`src/rtl/sgdma_pkg.sv`:
```
package sgdma_pkg;
  typedef enum logic [2:0] {
    ST_IDLE,
    ST_CHECK,
    ST_FETCH_ADDR,
    ST_FETCH_SIZE,
    ST_MOVE
  } sg_state_t;

  localparam int BEAT_BYTES = 4;
  localparam int DESC_BYTES = 8;
endpackage

```
`src/rtl/sgdma_desc_decode.sv`:
```
module sgdma_desc_decode #(
  parameter int CNTW = 17
) (
  input  logic [31:0]     size_word,
  output logic [CNTW-1:0] region_len,
  output logic            final_entry
);
  logic [15:0] masked;

  always_comb begin
    masked = size_word[15:0] & 16'hFFFE;
    if (masked == 16'd0) region_len = CNTW'(32'h0001_0000);
    else                 region_len = CNTW'(masked);
    final_entry = size_word[31];
  end
endmodule

```
`src/rtl/sgdma_beat_calc.sv`:
```
module sgdma_beat_calc #(
  parameter int CNTW = 17
) (
  input  logic [CNTW-1:0] region_left,
  input  logic [CNTW-1:0] buffer_left,
  output logic [2:0]      beat_n,
  output logic [3:0]      beat_be
);
  logic [CNTW-1:0] smaller;

  always_comb begin
    smaller = (region_left < buffer_left) ? region_left : buffer_left;
    if (smaller >= CNTW'(4)) beat_n = 3'd4;
    else                     beat_n = smaller[2:0];
    case (beat_n)
      3'd1:    beat_be = 4'b0001;
      3'd2:    beat_be = 4'b0011;
      3'd3:    beat_be = 4'b0111;
      default: beat_be = 4'b1111;
    endcase
  end
endmodule

```
`src/rtl/sgdma_engine.sv`:
```
module sgdma_engine
  import sgdma_pkg::*;
#(
  parameter int AW         = 32,
  parameter int CNTW       = 17,
  parameter int PAGE_BYTES = 4096
) (
  input  logic            clk,
  input  logic            rst,
  input  logic            start,
  input  logic            restart,
  input  logic            dir,
  input  logic [AW-1:0]   tbl_base,
  input  logic [CNTW-1:0] xfer_bytes,
  output logic            busy,
  output logic            done,
  output logic            complete,
  output logic            dsc_req,
  output logic [AW-1:0]   dsc_addr,
  input  logic            dsc_ack,
  input  logic [31:0]     dsc_rdata,
  output logic            mem_req,
  output logic            mem_we,
  output logic [AW-1:0]   mem_addr,
  output logic [3:0]      mem_be,
  output logic [31:0]     mem_wdata,
  input  logic            mem_ack,
  input  logic [31:0]     mem_rdata,
  output logic [CNTW-1:0] dev_idx,
  input  logic [31:0]     dev_rdata,
  output logic            dev_wr,
  output logic [31:0]     dev_wdata,
  output logic [3:0]      dev_be
);
  localparam logic [AW-1:0] PAGE_LIM = AW'(PAGE_BYTES);
  localparam logic [AW-1:0] WORD_STEP = AW'(DESC_BYTES / 2);

  sg_state_t       st;
  logic [AW-1:0]   base_q, ptr_q, reg_addr_q;
  logic [CNTW-1:0] reg_left_q, buf_left_q, idx_q;
  logic            last_q, dir_q, done_q, complete_q;

  logic [CNTW-1:0] dec_len;
  logic            dec_last;
  logic [2:0]      beat_n;
  logic [3:0]      beat_be;
  logic            table_end;

  sgdma_desc_decode #(.CNTW(CNTW)) u_dec (
    .size_word  (dsc_rdata),
    .region_len (dec_len),
    .final_entry(dec_last)
  );

  sgdma_beat_calc #(.CNTW(CNTW)) u_beat (
    .region_left(reg_left_q),
    .buffer_left(buf_left_q),
    .beat_n     (beat_n),
    .beat_be    (beat_be)
  );

  assign table_end = last_q || ((ptr_q - base_q) >= PAGE_LIM);

  always_ff @(posedge clk) begin
    if (rst) begin
      st         <= ST_IDLE;
      base_q     <= '0;
      ptr_q      <= '0;
      reg_addr_q <= '0;
      reg_left_q <= '0;
      buf_left_q <= '0;
      idx_q      <= '0;
      last_q     <= 1'b0;
      dir_q      <= 1'b0;
      done_q     <= 1'b0;
      complete_q <= 1'b0;
    end else begin
      case (st)
        ST_IDLE: begin
          if (start) begin
            base_q     <= tbl_base;
            ptr_q      <= tbl_base;
            dir_q      <= dir;
            buf_left_q <= xfer_bytes;
            idx_q      <= '0;
            reg_addr_q <= '0;
            reg_left_q <= '0;
            last_q     <= 1'b0;
            done_q     <= 1'b0;
            complete_q <= 1'b0;
            st         <= ST_CHECK;
          end else if (restart && done_q && !complete_q) begin
            ptr_q      <= base_q;
            reg_addr_q <= '0;
            reg_left_q <= '0;
            last_q     <= 1'b0;
            done_q     <= 1'b0;
            st         <= ST_CHECK;
          end
        end
        ST_CHECK: begin
          if (buf_left_q == '0) begin
            done_q     <= 1'b1;
            complete_q <= 1'b1;
            st         <= ST_IDLE;
          end else if (reg_left_q != '0) begin
            st <= ST_MOVE;
          end else if (table_end) begin
            done_q     <= 1'b1;
            complete_q <= 1'b0;
            st         <= ST_IDLE;
          end else begin
            st <= ST_FETCH_ADDR;
          end
        end
        ST_FETCH_ADDR: begin
          if (dsc_ack) begin
            reg_addr_q <= AW'(dsc_rdata);
            ptr_q      <= ptr_q + WORD_STEP;
            st         <= ST_FETCH_SIZE;
          end
        end
        ST_FETCH_SIZE: begin
          if (dsc_ack) begin
            reg_left_q <= dec_len;
            last_q     <= dec_last;
            ptr_q      <= ptr_q + WORD_STEP;
            st         <= ST_CHECK;
          end
        end
        ST_MOVE: begin
          if (mem_ack) begin
            reg_addr_q <= reg_addr_q + AW'(beat_n);
            reg_left_q <= reg_left_q - CNTW'(beat_n);
            buf_left_q <= buf_left_q - CNTW'(beat_n);
            idx_q      <= idx_q + CNTW'(beat_n);
            st         <= ST_CHECK;
          end
        end
        default: st <= ST_IDLE;
      endcase
    end
  end

  assign busy      = (st != ST_IDLE);
  assign done      = done_q;
  assign complete  = complete_q;
  assign dsc_req   = (st == ST_FETCH_ADDR) || (st == ST_FETCH_SIZE);
  assign dsc_addr  = ptr_q;
  assign mem_req   = (st == ST_MOVE);
  assign mem_we    = dir_q;
  assign mem_addr  = reg_addr_q;
  assign mem_be    = beat_be;
  assign mem_wdata = dev_rdata;
  assign dev_idx   = idx_q;
  assign dev_wr    = (st == ST_MOVE) && mem_ack && !dir_q;
  assign dev_wdata = mem_rdata;
  assign dev_be    = beat_be;
endmodule

```
`config.mk`:
```
export PLATFORM = sky130hd
export DESIGN_NAME = sgdma_engine
export DESIGN_NICKNAME = d
export VERILOG_FILES = /design/src/rtl/sgdma_pkg.sv /design/src/rtl/sgdma_desc_decode.sv /design/src/rtl/sgdma_beat_calc.sv /design/src/rtl/sgdma_engine.sv
export SDC_FILE = /design/constraint.sdc
export NUM_CORES = 1
export LEC_CHECK = 0
export CORE_ASPECT_RATIO = 1.4
export CORE_MARGIN = 2
export CORE_UTILIZATION = 30
export CTS_BUF_LIST = sky130_fd_sc_hd__clkbuf_8
export CTS_CLUSTER_SIZE = 25
export DETAILED_ROUTE_END_ITERATION = 10
export REMOVE_ABC_BUFFERS = 1
export SYNTH_ARGS = -nofsm -noshare
export SYNTH_HDL_FRONTEND = slang
export SYNTH_SLANG_ARGS = --single-unit
```
`constraint.sdc`:
```
create_clock -name clk -period 8.1 [get_ports clk]
set_clock_uncertainty 0.15 [all_clocks]
set_input_delay 1.62 -clock clk [delete_from_list [all_inputs] [get_ports clk]]
set_output_delay 1.62 -clock clk [all_outputs]
set_load 0.03 [all_outputs]
```
# --- Word level (Yosys, flattened, before mapping) ---
# Cells that the tools add are included.
op_classes:
  n_lt_le_gt_ge: 3
  n_reduce_logical: 29
  multipliers: 0
  add_sub_neg: 6
  bitwise: 0
  n_eq_ne: 15
  div: 0
  muxes: 46
  shifts: 0
op_table:
  columns: ["cell", "n"]
  rows:
  - ["two-way mux 32 bit", 7]
  - ["two-way mux 17 bit", 10]
  - ["case mux 32 bit (3 select lines)", 1]
  - ["case mux 17 bit (2 select lines)", 2]
  - ["case mux 32 bit (2 select lines)", 1]
  - ["case mux 17 bit (3 select lines)", 1]
  - ["subtractor 17 x 3 -> 17 bit", 2]
  - ["adder 32 x 3 -> 32 bit", 1]
  - ["adder 32 x 3 -> 32 bit (second input constant)", 1]
  - ["greater-or-equal comparator 32 x 13 -> 1 bit (second input constant)", 1]
  - ["subtractor 32 bit", 1]
  - ["two-way mux 3 bit", 8]
  - ["AND reduction 4 bit", 5]
  - ["adder 17 x 3 -> 17 bit", 1]
  - ["greater-or-equal comparator 17 x 3 -> 1 bit (second input constant)", 1]
  - ["zero test 17 bit", 1]
  - ["less-than comparator 17 bit", 1]
  - ["nonzero test 17 bit", 1]
  - ["zero test 16 bit", 1]
  - ["case mux 3 bit (5 select lines)", 1]
  - ["equality test 3 x 2 -> 1 bit (second input constant)", 4]
  - ["case mux 4 bit (3 select lines)", 1]
  - ["two-way mux 1 bit", 10]
  - ["!= test 3 bit (second input constant)", 3]
  - ["15 further kinds", 33]
totals:
  mem_bits_ro: 0
  output_inout_bits: 160
  latch_bits: 0
  mem_count: 0
  ramBits: 0
  input_bits: 152
  elab_cells: 110
  ff_bits: 154

# --- Longest topological paths before layout ---
logic_depth:
  ltp_word: 7
  depth_mapped: 22
  depth_no_buf: 22

# --- Cells and area by module ---
# From an unflattened synthesis, not the netlist that was laid out.
unflattened:
  cells_unflattened: 1671
  hier_area_um2: 11748.8
by_module_without_submodules:
  columns: ["module", "cells_per_inst", "area_per_inst_um2", "n_inst"]
  rows:
  - ["sgdma_engine", 1567, 11045.6, 1]
  - ["sgdma_beat_calc", 81, 595.6, 1]
  - ["sgdma_desc_decode", 23, 107.6, 1]

# --- Worst setup path before layout ---
# Ideal clock, no wire load.
synth_path:
  path_type: "register -> register"
  start: "reg buf_left_q[1]"
  end: "reg reg_addr_q[30], in the netlist mem_addr[30]"
  required_ns: 7.822
  path_stages_with_launch: 22
  arrival_ns: 4.724
  setup_time_ns: 0.128
  path_buffers: 0
  slack_ns: 3.099
  path_cell_list: "dfxtp_1 > inv_1 > ha_1 > a21o_1 > a21o_1 > a21o_1 > a21o_1 > a2111oi_4 > o41ai_4 > o21ai_0 > inv_1 > fa_1 > nor2b_1 > o2111ai_1 > nor4_1 > and3_1 > nand2_1 > nor2_1 > nand4_1 > a21o_1 > a22oi_1 > nor2_1"
synth_via:
  elab_chain_len: 7
synth_lines:
  columns: ["item", "line", "source"]
  rows:
  - ["start: declaration", "sgdma_engine.sv:40", "logic [CNTW-1:0] reg_left_q, buf_left_q, idx_q;"]
  - ["start signal: assignment", "sgdma_engine.sv:84", "buf_left_q <= xfer_bytes;"]
  - ["start signal: assignment", "sgdma_engine.sv:135", "buf_left_q <= buf_left_q - CNTW'(beat_n);"]
  - ["less-than comparator 17 bit", "sgdma_beat_calc.sv:12", "smaller = (region_left < buffer_left) ? region_left : buffer_left;"]
  - ["two-way mux 17 bit *", "sgdma_beat_calc.sv:12", null]
  - ["greater-or-equal comparator 17 x 3 -> 1 bit", "sgdma_beat_calc.sv:13", "if (smaller >= CNTW'(4)) beat_n = 3'd4;"]
  - ["two-way mux 3 bit *", "sgdma_beat_calc.sv:13", null]
  - ["adder 32 x 3 -> 32 bit *", "sgdma_engine.sv:133", "reg_addr_q <= reg_addr_q + AW'(beat_n);"]
  - ["two-way mux 32 bit *", "sgdma_engine.sv:132", "if (mem_ack) begin"]
  - ["case mux 32 bit (3 select lines) *", "sgdma_engine.sv:78", "case (st)"]
  - ["end signal: assignment", "sgdma_engine.sv:118", "reg_addr_q <= AW'(dsc_rdata);"]
  - ["end signal: assignment", "sgdma_engine.sv:133", null]
  - ["end: declaration", "sgdma_engine.sv:39", "logic [AW-1:0] base_q, ptr_q, reg_addr_q;"]
# Every way passes the cells marked *; elsewhere a longest branch is shown, timed or not. The select of a mux whose other input is x is not followed.
# A chain may end at the register's enable or synchronous reset.

# --- Final worst setup path ---
layout_path:
  start: "reg st[0]"
  end: "out dev_wr"
layout_via:
  elab_chain_len: 3
layout_lines:
  columns: ["item", "line", "source"]
  rows:
  - ["start: declaration", "sgdma_engine.sv:38", "sg_state_t st;"]
  - ["start signal: assignment", "sgdma_engine.sv:66", "st <= ST_IDLE;"]
  - ["start signal: assignment", "sgdma_engine.sv:91", "st <= ST_CHECK;"]
  - ["start signal: assignment", "sgdma_engine.sv:98", "st <= ST_CHECK;"]
  - ["equality test 3 bit", "sgdma_engine.sv:156", "assign dev_wr = (st == ST_MOVE) && mem_ack && !dir_q;"]
  - ["logical AND 1 bit (2 in series)", "sgdma_engine.sv:156", null]
  - ["end: declaration", "sgdma_engine.sv:31", "output logic dev_wr,"]
# No other way between the ends.

==> results.md <==
- Port Buffer Count: 181
- Total number of yosys warnings: 0
- CTS root buf: clkbuf_8
- Min-delay src: base_q[3]
- Core Region: approximately 0.038 mm^2
- Logic pwr share: 38.8%
- Total power: roughly 2.5 mW
- Post-Syn Area: around 0.011 mm^2
- Static leakage: around 5 nW
- Pwr Density: roughly 190 mW/mm^2
- Total wire length: around 41 mm
- # hold bufs at CTS: 0
- Synth top cells by count: 216 x nand2_1, 167 x nor2_1, 154 x dfxtp_1, 151 x a21oi_1, 110 x o21ai_0
- CTS tree: yes
- Critical path class: flip-flop to primary output
- 1st-iter DRT viols: ~870
- Hold endpoint: base_q[3]
- Area Growth Syn to Fin: 18.4%
- Total Routing Usage GR: just over 20%
- Share of cells above drive strength 1: between 4 and 5%
- Final setup vio count: 0
- Post-Syn Instances: approximately 1600
- CP endpoint kind: primary output
- # DRC: 0
- Slew Limit Fails: 0
- Clock buffer depth: 2
- Final HPWL DP: around 30 mm
- Rel. slew slack: between 30% and 40%
- Period utilization: 75.6%
- Crit start category: flip-flop
- Gp weighted congestion: about 0.88
- Sequential Power Share: a little over a third
- Status: complete, no violations
- CP arrival: ~4.4 ns
- Global-route wire length before repair: about 64 mm
- Vias in the first global route: about 11000
- Initial core utilization: 30.4%
- Final hold viol count: 0
- Ports: about 310
- Placed cell areas: 0.0131 mm^2
- Ant diodes: 0
- Pint: 1.53 mW
- Critical path fanouts, max: 89
- Post-CTS Setup Inserts: 0
- GR Overflow Total: 0
- Final core utilization: between 30 and 40%
- Worst-Skew Late Latency: slightly above 0.5 ns
- R2R Setup Slk: 2.11 ns
- Synth Register Bits: roughly 150
- Register area share after synthesis: roughly 27%
- Top_reg_cell synth: dfxtp_1
- Most common cell in the synthesized netlist: nand2_1
- Vias/cell: about 5.6
- Design area: 0.0135 mm^2
- Switching pwr: 0.988 mW
- RR Startpoint: buf_left_q[1]
- Post-synth top area cell: dfxtp_1
- Setup TNS: 0 ns
- Minimum clock period: 6.12 ns
- HP Class: flip-flop to flip-flop
- Number of synthesized flops with an enable pin: 0
- Net Sw Frac: 39.2%
- Hold depth: 2
- Via count: 11900
- Post-synth top area share: 27.0%
- Post-synth ARST share: 0%
- Final ANT Viol Nets: 0
- RSZ-0062 raised after global routing: false
- Reg-to-Reg End: mem_addr[30]
- Die Wd: about 170 um
- Register-to-Register Path Depth: 21
- CTS clk-pin slew, worst paths: 0.09 ns
- Total clock buffers created by CTS: 17
- Largest net degree at the start of global routing: 90
- Required @ worst endpoint: ~6.3 ns
- Hold WS: between 0.3 and 0.4 ns
- # H-tree levels: 4
- CTS resizes: 0
- Die span in y: around 230 um
- DRT Pass-1 Iters: 5
- Die area: around 0.040 mm^2
- TritonCTS Sinks: around 150
- FMAX: roughly 0.16 GHz
- Final #Nets: 1868
- Syn Area/Cell: slightly above 7 um^2
- Power share of the clock group: 26.6%
- Post-synthesis cell type count: 76
- Std cell rows: 84
- Top cells by area, synth: dfxtp_1 27%, nand2_1 7.1%, a21oi_1 6.6%
- Drt wl/cell: slightly below 20 um
- Worst-Margin Slew: between 0.9 and 1 ns
- Number of fill cells: 3964
- Max cap viols: 0
- Initial antenna violation count: 1
- Peak supply drop: ~98 uV
[worst max-delay path, cell delays in order (launching register included)]
cell and delay (ns):
dfxtp_1 0.64, nor2_1 0.14, nand2_2 0.09, buf_4 0.69, clkinv_1 1.07, nand2_1 0.49, nor2_1 0.07, clkdlybuf4s50_1 0.62
[cell type report]
cell class / instances / area, um^2 / area share (%)
clock buffers: 18 / 248 / 1.84
multi-input cells: 1209 / 7210 / 53.4
clock inverters: 13 / 176 / 1.31
flip-flops and latches: 154 / 3080 / 22.8
repair buffers: 195 / 1910 / 14.1
well taps: 473 / 592 / 4.38
inverters: 74 / 278 / 2.06
[per-stage QoR]
stage	std cells	worst slack (ns)
global placement	2105	2.39
CTS	2136	1.89
finish	2136	1.98
detailed placement	2105	2.13
floorplan	1437	2.04
global route	2136	1.60
[kinds of logic (layout without fill, tap and decap cells)]
group	count (synthesis)	after routing	synth area share, %
xor gates and xnor gates	34	34	2.61
adders and majority gates	65	65	7.46
muxes	29	29	2.55
buffers and inverters	230	300	9.90
other	1	2	0.0329
DFF	154	154	27.0
and+or+nand+nor	614	614	24.7
AOI/OAI and AO/OA	465	465	25.7
[worst max-delay path by stage]
stage	startpoint	end	cells after the start
6_report	st[0]	dev_wr	7
5_1_grt	buf_left_q[1]	mem_addr[30]	21
4_1_cts	st[0]	dev_wr	7
2_1_floorplan	restart	mem_addr[18]	8
3_3_place_gp	buf_left_q[1]	mem_addr[30]	21
3_5_place_dp	buf_left_q[1]	mem_addr[30]	21
[per-layer routing]
metal	part of all wire, %	vias to the layer above	GRT usage [%]	wire length [um]
met2	48	473	34.0	19700
met4	2.6	10	7.21	1060
met1	41	5649	24.5	17100
met3	8.0	74	6.79	3320
met5	0.61	-	5.22	253
li1	-	5713	-	-
[placed cells by master, fill, tap and decap left out, types with 33 or more instances in the layout]
| cell type | n |
|---|---|
| nand2_1 | 215 |
| clkdlybuf4s50_1 | 179 |
| nor2_1 | 166 |
| dfxtp_1 | 154 |
| a21oi_1 | 151 |
| o21ai_0 | 110 |
| inv_1 | 74 |
| nor3_1 | 60 |
| ha_1 | 60 |
| nand3_1 | 39 |
| a22oi_1 | 33 |
[power groups by stage]
| stage | logic (mW) | clock network [mW] | registers, mW |
|---|---|---|---|
| 4_1_cts | 0.978 | 0.689 | 0.873 |
| 3_3_place_gp | 0.959 | 0 | 0.889 |
| 2_1_floorplan | 0.631 | 0 | 0.910 |
| 3_5_place_dp | 0.971 | 0 | 0.891 |
| 6_report | 0.976 | 0.669 | 0.874 |
| 5_1_grt | 1.08 | 0.716 | 0.883 |
[flip-flops by register name (all words and copies together), names as in the netlist]
name	cells
base_q	32
dsc_addr	32
mem_addr	32
buf_left_q	17
dev_idx	17
reg_left_q	17
st	3
complete	1
done	1
last_q	1
mem_we	1
Power figures use the tool's default switching activity.
